$ cat src/rtl/pkt_router_pkg.sv
package pkt_router_pkg;
  typedef enum logic [1:0] {
    ST_DEST  = 2'd0,
    ST_LEN   = 2'd1,
    ST_BODY  = 2'd2,
    ST_CHECK = 2'd3
  } rx_state_e;
endpackage

$ cat src/rtl/pkt_fifo.sv
// Output queue with a tentative write pointer: bytes of a packet in
// flight are invisible to the reader until commit, and rewind drops them.
module pkt_fifo #(
  parameter int DW    = 8,
  parameter int DEPTH = 64,
  localparam int AW   = $clog2(DEPTH),
  localparam int PW   = AW + 1
) (
  input  logic          clk,
  input  logic          rst,
  input  logic          wr_en,
  input  logic [DW-1:0] wr_data,
  input  logic          commit,
  input  logic          rewind,
  input  logic          rd_en,
  output logic [DW-1:0] rd_data,
  output logic          empty,
  output logic          full,
  output logic [PW-1:0] free_cnt
);
  logic [DW-1:0] mem [DEPTH];
  logic [PW-1:0] wr_ptr, cm_ptr, rd_ptr;
  logic [PW-1:0] used, cm_used;

  always_ff @(posedge clk) begin
    if (wr_en) mem[wr_ptr[AW-1:0]] <= wr_data;
  end

  always_ff @(posedge clk) begin
    if (rst) begin
      wr_ptr <= '0;
      cm_ptr <= '0;
      rd_ptr <= '0;
    end else begin
      if (rewind)     wr_ptr <= cm_ptr;
      else if (wr_en) wr_ptr <= wr_ptr + 1'b1;
      if (commit)     cm_ptr <= wr_ptr;
      if (rd_en)      rd_ptr <= rd_ptr + 1'b1;
    end
  end

  assign used     = wr_ptr - rd_ptr;
  assign cm_used  = cm_ptr - rd_ptr;
  assign full     = (used == PW'(DEPTH));
  assign free_cnt = PW'(DEPTH) - used;
  assign empty    = (cm_ptr == rd_ptr);
  assign rd_data  = mem[rd_ptr[AW-1:0]];

  assert_no_overflow_R7: assert property (@(posedge clk) disable iff (rst)
    wr_en |-> !full);
  assert_no_underflow_R8: assert property (@(posedge clk) disable iff (rst)
    rd_en |-> !empty);
  assert_commit_bounded_R6: assert property (@(posedge clk) disable iff (rst)
    cm_used <= used);
endmodule

$ cat src/rtl/pkt_addr_match.sv
// Destination decode: lowest-indexed port with an equal address wins.
module pkt_addr_match #(
  parameter int NPORT = 4,
  parameter int DW    = 8,
  localparam int IW   = (NPORT > 1) ? $clog2(NPORT) : 1
) (
  input  logic [DW-1:0]       dest,
  input  logic [NPORT*DW-1:0] port_addr,
  output logic                hit,
  output logic [IW-1:0]       idx
);
  always_comb begin
    hit = 1'b0;
    idx = '0;
    for (int i = NPORT - 1; i >= 0; i--) begin
      if (port_addr[i*DW +: DW] == dest) begin
        hit = 1'b1;
        idx = IW'(i);
      end
    end
  end
endmodule

$ cat src/rtl/pkt_rx_ctrl.sv
// Receive FSM: header parse, space reservation, check-byte verify.
module pkt_rx_ctrl
  import pkt_router_pkg::*;
#(
  parameter int NPORT = 4,
  parameter int DW    = 8,
  parameter int LENW  = 6,
  parameter int PW    = 7,
  localparam int IW   = (NPORT > 1) ? $clog2(NPORT) : 1
) (
  input  logic             clk,
  input  logic             rst,
  input  logic             in_valid,
  input  logic [DW-1:0]    in_data,
  input  logic             hit,
  input  logic [IW-1:0]    idx,
  input  logic [PW-1:0]    free_cnt [NPORT],
  output logic             in_suspend,
  output logic [NPORT-1:0] wr_en,
  output logic [DW-1:0]    wr_data,
  output logic [NPORT-1:0] commit,
  output logic [NPORT-1:0] rewind,
  output logic             err
);
  rx_state_e       state;
  logic [IW-1:0]   tgt;
  logic            tgt_hit;
  logic [DW-1:0]   chk;
  logic [LENW-1:0] remain;
  logic [LENW-1:0] len_in;
  logic [PW-1:0]   need;
  logic            accept;

  assign len_in     = in_data[LENW-1:0];
  assign need       = PW'(len_in) + PW'(1);
  assign in_suspend = (state == ST_LEN) && tgt_hit && (free_cnt[tgt] < need);
  assign accept     = in_valid && !in_suspend;
  assign wr_data    = in_data;

  always_comb begin
    wr_en  = '0;
    commit = '0;
    rewind = '0;
    if (accept && tgt_hit) begin
      if (state == ST_LEN || state == ST_BODY) wr_en[tgt] = 1'b1;
      if (state == ST_CHECK) begin
        if (chk == in_data) commit[tgt] = 1'b1;
        else                rewind[tgt] = 1'b1;
      end
    end
  end

  always_ff @(posedge clk) begin
    if (rst) begin
      state   <= ST_DEST;
      tgt     <= '0;
      tgt_hit <= 1'b0;
      chk     <= '0;
      remain  <= '0;
      err     <= 1'b0;
    end else begin
      err <= 1'b0;
      if (accept) begin
        unique case (state)
          ST_DEST: begin
            tgt     <= idx;
            tgt_hit <= hit;
            chk     <= in_data;
            state   <= ST_LEN;
          end
          ST_LEN: begin
            chk    <= chk ^ in_data;
            remain <= len_in;
            state  <= (len_in == '0) ? ST_CHECK : ST_BODY;
          end
          ST_BODY: begin
            chk    <= chk ^ in_data;
            remain <= remain - 1'b1;
            if (remain == LENW'(1)) state <= ST_CHECK;
          end
          ST_CHECK: begin
            err   <= (chk != in_data);
            state <= ST_DEST;
          end
          default: state <= ST_DEST;
        endcase
      end
    end
  end

  assert_err_single_R4: assert property (@(posedge clk) disable iff (rst)
    err |=> !err);
  assert_wr_onehot_R3: assert property (@(posedge clk) disable iff (rst)
    $onehot0(wr_en));
  assert_commit_rewind_excl_R4: assert property (@(posedge clk) disable iff (rst)
    $countones(commit) + $countones(rewind) <= 1);
endmodule

$ cat src/rtl/pkt_router.sv
module pkt_router
  import pkt_router_pkg::*;
#(
  parameter int NPORT = 4,
  parameter int DW    = 8,
  parameter int DEPTH = 64,
  parameter int LENW  = 6,
  localparam int PW   = $clog2(DEPTH) + 1,
  localparam int IW   = (NPORT > 1) ? $clog2(NPORT) : 1
) (
  input  logic                clk,
  input  logic                rst,
  input  logic [NPORT*DW-1:0] port_addr,
  input  logic                in_valid,
  input  logic [DW-1:0]       in_data,
  output logic                in_suspend,
  output logic                err,
  output logic [NPORT-1:0]    out_valid,
  input  logic [NPORT-1:0]    out_ready,
  output logic [NPORT*DW-1:0] out_data
);
  logic             m_hit;
  logic [IW-1:0]    m_idx;
  logic [PW-1:0]    free_cnt [NPORT];
  logic [NPORT-1:0] wr_en, commit, rewind, q_empty, q_full, pop;
  logic [DW-1:0]    wr_data;

  pkt_addr_match #(.NPORT(NPORT), .DW(DW)) u_match (
    .dest(in_data), .port_addr(port_addr), .hit(m_hit), .idx(m_idx)
  );

  pkt_rx_ctrl #(.NPORT(NPORT), .DW(DW), .LENW(LENW), .PW(PW)) u_ctrl (
    .clk(clk), .rst(rst), .in_valid(in_valid), .in_data(in_data),
    .hit(m_hit), .idx(m_idx), .free_cnt(free_cnt),
    .in_suspend(in_suspend), .wr_en(wr_en), .wr_data(wr_data),
    .commit(commit), .rewind(rewind), .err(err)
  );

  for (genvar g = 0; g < NPORT; g++) begin : g_port
    pkt_fifo #(.DW(DW), .DEPTH(DEPTH)) u_fifo (
      .clk(clk), .rst(rst),
      .wr_en(wr_en[g]), .wr_data(wr_data),
      .commit(commit[g]), .rewind(rewind[g]),
      .rd_en(pop[g]), .rd_data(out_data[g*DW +: DW]),
      .empty(q_empty[g]), .full(q_full[g]), .free_cnt(free_cnt[g])
    );
    assign out_valid[g] = ~q_empty[g];
    assign pop[g]       = out_valid[g] & out_ready[g];

    assert_hold_valid_R8: assert property (@(posedge clk) disable iff (rst)
      (out_valid[g] && !out_ready[g]) |=> out_valid[g]);
    assert_hold_data_R8: assert property (@(posedge clk) disable iff (rst)
      (out_valid[g] && !out_ready[g]) |=> $stable(out_data[g*DW +: DW]));
  end
endmodule

$ cat config.mk
export PLATFORM = sky130hd
export DESIGN_NAME = pkt_router
export DESIGN_NICKNAME = d
export VERILOG_FILES = /design/src/rtl/pkt_router_pkg.sv /design/src/rtl/pkt_fifo.sv /design/src/rtl/pkt_addr_match.sv /design/src/rtl/pkt_rx_ctrl.sv /design/src/rtl/pkt_router.sv
export SDC_FILE = /design/constraint.sdc
export NUM_CORES = 2
export LEC_CHECK = 0
export BUFFER_PORTS_ARGS = -buffer_cell sky130_fd_sc_hd__buf_2
export CORE_MARGIN = 4
export CORE_UTILIZATION = 50
export CTS_BUF_LIST = sky130_fd_sc_hd__clkbuf_16
export CTS_CLUSTER_SIZE = 14
export DETAILED_ROUTE_END_ITERATION = 8
export GPL_ROUTABILITY_DRIVEN = 0
export PLACE_DENSITY_LB_ADDON = 0.25
export SLEW_MARGIN = 20
export SYNTH_ARGS = -nofsm -noshare
export SYNTH_HDL_FRONTEND = slang
export SYNTH_SLANG_ARGS = --single-unit
$ cat constraint.sdc
create_clock -name clk -period 5.7 [get_ports clk]
set_input_delay 0.285 -clock clk [delete_from_list [all_inputs] [get_ports clk]]
set_output_delay 0.285 -clock clk [all_outputs]
set_load 0.02 [all_outputs]
[Word-level counts from Yosys, hierarchy flattened]
Memories as Yosys holds them, arrays and structs flattened. A register that Yosys moved wholly into a read port is not among the register bits.
Cells that the tools add are included.
Word-level totals
  bits in writable memories: 2048
  logic and storage cells: 142
  register bits after elaboration: 104
  input bits: 47
  memories: 4
  output and inout bits: 38
Operators by class
  reductions and logical operators: 21
  multiplexer cells: 50
  $lt $le $gt $ge: 4
  eq/ne operators: 15
  bitwise logic cells: 12
  $add $sub $neg: 18
Memory list
  g_port[0].u_fifo.mem: words 64, width 8, read ports 1, clocked after Yosys merged registers in 1, write ports 1, line pkt_fifo.sv:21  | logic [DW-1:0] mem [DEPTH];
  g_port[1].u_fifo.mem: words 64, width 8, read ports 1, clocked after Yosys merged registers in 1, write ports 1, line pkt_fifo.sv:21
  g_port[2].u_fifo.mem: words 64, width 8, read ports 1, clocked after Yosys merged registers in 1, write ports 1, line pkt_fifo.sv:21
  g_port[3].u_fifo.mem: words 64, width 8, read ports 1, clocked after Yosys merged registers in 1, write ports 1, line pkt_fifo.sv:21
Operators with widths (number)
  two-way mux 7 bit: 10
  adder 7 x 1 -> 7 bit, second input constant: 8
  two-way mux 6 bit: 8
  == test 8 bit: 5
  two-way mux 4 bit: 8
  == test 7 bit: 4
  subtractor 7 bit: 4
  subtractor 7 bit, first input constant: 4
  case mux 8 bit (2 select lines): 1
  binary-select mux 7 bit (select 2 bit): 1
  two-way mux 1 bit: 14
  case mux 6 bit (2 select lines): 1
  nonzero test 2 bit: 6
  two-way mux 2 bit: 5
  inequality test 8 bit: 1
  case mux 2 bit (4 select lines): 1
  AND reduction 2 bit: 4
  bitwise XOR 8 bit: 1
  adder 6 x 1 -> 7 bit, second input constant: 1
  less-than comparator 7 bit: 1
  == test 6 x 1 -> 1 bit, second input constant: 1
  zero test 6 bit: 1
  inverter 1 bit: 6
  subtractor 6 x 1 -> 6 bit, second input constant: 1
  other kinds (15): 23

[Depth between registers and ports, before layout]
  depth in word-level cells: 13
  mapped depth: 20

[By module]
From an unflattened synthesis, not the netlist that was laid out.
Second synthesis, totals
  cells, all modules: 4692
  area total of the unflattened synthesis: 88051.9 um^2
Modules (own cells, without submodules)
  pkt_fifo at g_port[1].u_fifo ...: cells an instance 1088, instances 2, area each 21349.2 um^2
  pkt_fifo at g_port[3].u_fifo: cells an instance 1129, instances 1, area each 21608.2 um^2
  pkt_fifo at g_port[0].u_fifo: cells an instance 1092, instances 1, area each 21320.4 um^2
  pkt_rx_ctrl: cells an instance 239, instances 1, area each 1966.9 um^2
  pkt_addr_match: cells an instance 48, instances 1, area each 417.9 um^2
  pkt_router: cells an instance 8, instances 1, area each 40.0 um^2

[Least setup slack after synthesis]
OpenSTA, ideal clock, no wires.
  kind: register to register
  from: register g_port[3].u_fifo.wr_ptr[1]
  to: memory g_port[3].u_fifo.mem[0][0], enable pin
  arrival time: 4758 ps
  setup slack: 547 ps
  stages on the path, launching flop included: 19
  setup time: 395 ps
  cell sequence: dfxtp_1 clkbuf_1 inv_1 ha_1 ha_1 fa_1 a21o_1 a21oi_1 xnor2_1 mux4_2 ha_1 nand4_1 o2111ai_1 a311o_2 inv_4 nor2_2 buf_2 nand3_1 nor4_1
Between the ends
  cells in the longest elaborated chain, start to end: 13
RTL lines
  start, declared: line pkt_fifo.sv:22  | logic [PW-1:0] wr_ptr, cm_ptr, rd_ptr;
  start signal, assigned: line pkt_fifo.sv:35  | if (rewind) wr_ptr <= cm_ptr;
  start signal, assigned: line pkt_fifo.sv:36  | else if (wr_en) wr_ptr <= wr_ptr + 1'b1;
  subtractor 7 bit: line pkt_fifo.sv:42  | assign used = wr_ptr - rd_ptr;
  subtractor 7 bit: line pkt_fifo.sv:45  | assign free_cnt = PW'(DEPTH) - used;
  binary-select mux 7 bit (select 2 bit): line pkt_rx_ctrl.sv:36  | assign in_suspend = (state == ST_LEN) && tgt_hit && (free_cnt[tgt] < need);
  two-way mux 7 bit (not written as such) (2 in a row): line pkt_rx_ctrl.sv:36
  less-than comparator 7 bit: line pkt_rx_ctrl.sv:36
  logical AND 1 bit: line pkt_rx_ctrl.sv:36
  zero test 1 bit: line pkt_rx_ctrl.sv:37  | assign accept = in_valid && !in_suspend;
  logical AND 1 bit: line pkt_rx_ctrl.sv:37
  logical AND 1 bit: line pkt_rx_ctrl.sv:44  | if (accept && tgt_hit) begin
  two-way mux 4 bit: line pkt_rx_ctrl.sv:44
  two-way mux 1 bit: line pkt_fifo.sv:26  | if (wr_en) mem[wr_ptr[AW-1:0]] <= wr_data;
  two-way mux 1 bit (not written as such): line pkt_fifo.sv:26
  end, declared: line pkt_fifo.sv:21
Parallel ways exist; a longest one is shown, timed or not. The select of a mux whose other input is x is not followed.

[Worst setup path after layout]
  from: register g_port[1].u_fifo.wr_ptr[1]
  to: memory g_port[2].u_fifo.mem[59][5], enable pin
Between the ends
  cells in the longest elaborated chain, start to end: 13
RTL lines (line)
  start, declared: pkt_fifo.sv:22
  start signal, assigned: pkt_fifo.sv:35
  start signal, assigned: pkt_fifo.sv:36
  subtractor 7 bit: pkt_fifo.sv:42
  subtractor 7 bit: pkt_fifo.sv:45
  binary-select mux 7 bit (select 2 bit): pkt_rx_ctrl.sv:36
  two-way mux 7 bit (not written as such) (2 in a row): pkt_rx_ctrl.sv:36
  less-than comparator 7 bit: pkt_rx_ctrl.sv:36
  logical AND 1 bit: pkt_rx_ctrl.sv:36
  zero test 1 bit: pkt_rx_ctrl.sv:37
  logical AND 1 bit: pkt_rx_ctrl.sv:37
  logical AND 1 bit: pkt_rx_ctrl.sv:44
  two-way mux 4 bit: pkt_rx_ctrl.sv:44
  two-way mux 1 bit: pkt_fifo.sv:26
  two-way mux 1 bit (not written as such): pkt_fifo.sv:26
  end, declared: pkt_fifo.sv:21
No other way between the ends. The select of a mux whose other input is x is not followed.

==> results.sh <==
export IMPL_run_status="completed"
export IMPL_final_setup_viol_count=0
export IMPL_grt_most_used_layer="met2"
export IMPL_row_count=152
export IMPL_maxCapViolations=0
export IMPL_synth_yosys_seq_area_share=0.737
export IMPL_critPathTopFamily="simple AND/OR/NAND/NOR gates"
export IMPL_asyncSetResetFlopFracSynth=0
export IMPL_synth_main_ff_cell="edfxtp_1"
export IMPL_detailroute_via_count=42700
export IMPL_number_of_nets_with_antenna_violations_after_routing=0
export IMPL_clkSinkCount=2176
export IMPL_fp_coreArea_um2=172000
export IMPL_routed_wl_mm=201
export IMPL_groute_layer_met2_usage=0.365
export IMPL_worst_slew_margin_rel=0.261
export IMPL_longest_clk_path_bufs=3
export IMPL_cts_tree="yes"
export IMPL_layout_drive_gt1_share=0.280
export IMPL_timing_worst_slew_pin_value_ns=1.11
export IMPL_drv_slew=0
export IMPL_cts_made_buffers=206
export IMPL_worst_hold_check_slack_ns=0.183
export IMPL_first_pass_grt_wire_length_mm=299
export IMPL_power_ir_vdd_worst_v=0.000296
export IMPL_final_min_clock_period_ns=5.64
export IMPL_layout_worst_path_cycle_share=0.989
export IMPL_synth_lib_cells_used_distinct=77
export IMPL_most_numerous_cell_in_the_yosys_netlist="edfxtp_1"
export IMPL_synth_largest_area_cell="edfxtp_1"
export IMPL_ys_warn_count=0
export IMPL_ios=85
export IMPL_num_fill_cells=12500
export IMPL_grt_overflow=0
export IMPL_max_freq_mhz=177
export IMPL_netlist_top_cells_area="edfxtp_1, mux4_2, dfxtp_1"
export IMPL_cts_root_buf="clkbuf_16"
export IMPL_via_per_inst=6.06
export IMPL_synth_ff_latch_count=2176
export IMPL_netlist_area_um2=86900
export IMPL_critical_path_slowest_cell="nor2_1"
export IMPL_gate_count_after_technology_mapping=4238
export IMPL_hold_path_startpoint="out_ready[0]"
export IMPL_worstSkewPairLatency_ns=0.85
export IMPL_grt_start_max_net_pins=154
export IMPL_number_of_antenna_violations_at_the_first_check_in_global_routing=9
export IMPL_grt_setup_unrepaired="true"
export IMPL_crit_chain="inv_1 > ha_1 > ha_1 > fa_1 > a21o_1 > a21oi_1 > xnor2_1 > mux4_2 > ha_1 > nand4_1 > o2111ai_1 > a311o_2 > inv_8 > nor2_1 > nand4_1 > nor2_1"
export IMPL_drtPass1Iterations=6
export IMPL_met1_usage=0.329
export IMPL_numPortBuffers=84
export IMPL_leakagePower_uw=0.0304
export IMPL_grt_pass1_vias=43000
export IMPL_synth_edff_count=2048
export IMPL_cts_htree_levels=4
export IMPL_start_util=0.505
export IMPL_power_density_cell_area_nw_per_um2=318
export IMPL_cts_clk_slew_worst_paths_ns=0.06
export IMPL_worst_path_buf_inv=2
export IMPL_die_height_um=425
export IMPL_area_grow_syn2layout_pct=12.8
export IMPL_worst_ep_arrival_time_ns=6.10
export IMPL_design_die_area_um2=180000
export IMPL_timing_critical_path_to_type="flip-flop"
export IMPL_post_drt_wl_per_cell_um=28.4
export IMPL_dp_final_hpwl_mm=122
export IMPL_grt_use_met3=0.0306
export IMPL_synth_top_cells_by_count="edfxtp_1, mux4_2, nor2_1, clkbuf_1, dfxtp_1"
export IMPL_skew_ns=0.0270
export IMPL_worstPathRequired_ns=6.17
export IMPL_die_w_um=425
export IMPL_report_power_total_uw=31200
export IMPL_highest_cell_delay_on_the_worst_timing_path_ns=0.74
export IMPL_timing_critical_path_from="g_port[1].u_fifo.wr_ptr[1]"
export IMPL_dr_first_iter_drc_count=4729
export IMPL_post_synth_top_area_fraction=0.708
export IMPL_post_route_drc_count=0
export IMPL_worstReg2RegStart="g_port[1].u_fifo.wr_ptr[1]"
export IMPL_grt_total_usage=0.225
export IMPL_critical_path_max_fanout=20
export IMPL_worst_hold_path_type="in2reg"
export IMPL_setup_worst_path_class="reg2reg"
export IMPL_nNetsFinal=4693
export IMPL_timing_critical_path_mode_cell="ha_1"
export IMPL_synth_area_per_cell_um2=20.5
export IMPL_worst_setup_path_start_kind="flip-flop"
export IMPL_timing_hold_violations_final=0
export IMPL_synth_nets=4357
## layout make-up
type                       count  area (µm²)  area share
inverter                      48         188     0.00191
sequential                  2176       64100       0.654
clock inverter               164        1170      0.0119
multi-input combinational   1792       21700       0.222
clock buffer                 211        5280      0.0539
tap                         2310        2890      0.0295
timing repair buffer         350        2670      0.0272
antenna                        6        15.0    0.000153
## where the power goes
part	total [µW]	switching [µW]	internal, µW
clock network	13100	5760	7390
registers	17500	18.2	17500
logic	552	435	117
## cell usage in the layout (no fill, tap or decap), types with 75 or more instances in the layout
cell type  count
edfxtp_1    2048
mux4_2       645
nor2_1       338
buf_4        244
clkbuf_16    211
dfxtp_1      116
nand2_1      104
inv_1         94
a22oi_1       84
xnor2_1       78
buf_2         75
## kinds of logic (layout without fill, tap and decap cells)
logic type	Yosys count	in the layout	synth area share
buf+inv	270	773	0.0130
compound gates	220	220	0.0177
mux	681	681	0.171
fa+ha+maj	72	72	0.0107
flops	2176	2176	0.737
other cells	0	6	0
xor+xnor	124	124	0.0125
simple gates	695	695	0.0372
## per-stage QoR
stage                     setup slack (ns)   util  cell area, µm²  TNS, ns  std cells
after floorplan                      0.547      -           86900        0       4238
after global placement               0.145  0.531           91400        0       6660
after detailed placement            0.0142  0.531           91400        0       6660
after CTS                         0.000301  0.569           97900        0       7047
after global routing                -0.204  0.570           98000    -5.15       7053
final                               0.0623  0.570           98000        0       7057
## state kept, by name, indices dropped and copies added (netlist names), named ones only
name                  flops
u_ctrl.tgt_hit            1
u_ctrl.remain             6
u_ctrl.err                1
g_port.u_fifo.cm_ptr     28
u_ctrl.tgt                2
g_port.u_fifo.rd_ptr     28
u_ctrl.state              2
g_port.u_fifo.mem      2048
u_ctrl.chk                8
g_port.u_fifo.wr_ptr     28
## repair_timing
item / 4_1_cts / 5_1_grt
hold buffers: 12 / 0
endpoints found under the setup margin: 5 / 295
hold endpoints to repair: 301 / 0
pin swaps: 0 / 2
resized for setup: 4 / 13
buffers inserted: 0 / 3
## path summary, 6_finish.rpt
kind,end,slack (ns),depth (start not counted)
worst max-delay path,g_port[2].u_fifo.mem[59][5],0.06,16
worst min-delay path,flip-flop,0.18,5
worst max register to register,g_port[2].u_fifo.mem[59][5],0.06,16
worst min register to register,u_ctrl.remain[4],0.49,2
## metal layers
layer,routed length [µm],part of all wire
met1,83100,0.41
met2,100000,0.50
met3,12900,0.064
met4,4580,0.023
met5,0,0
## worst register-to-register path, delay by kind of cell, from the launching register on
family / cells / cell delay [ns]
xor+xnor: 1 / 0.11
fa+ha+maj: 4 / 1.31
simple gates: 4 / 1.70
flops: 1 / 0.43
mux: 1 / 0.47
compound gates: 4 / 0.95
buf+inv: 2 / 0.30
Note: power is estimated with default switching activity, not from simulation.
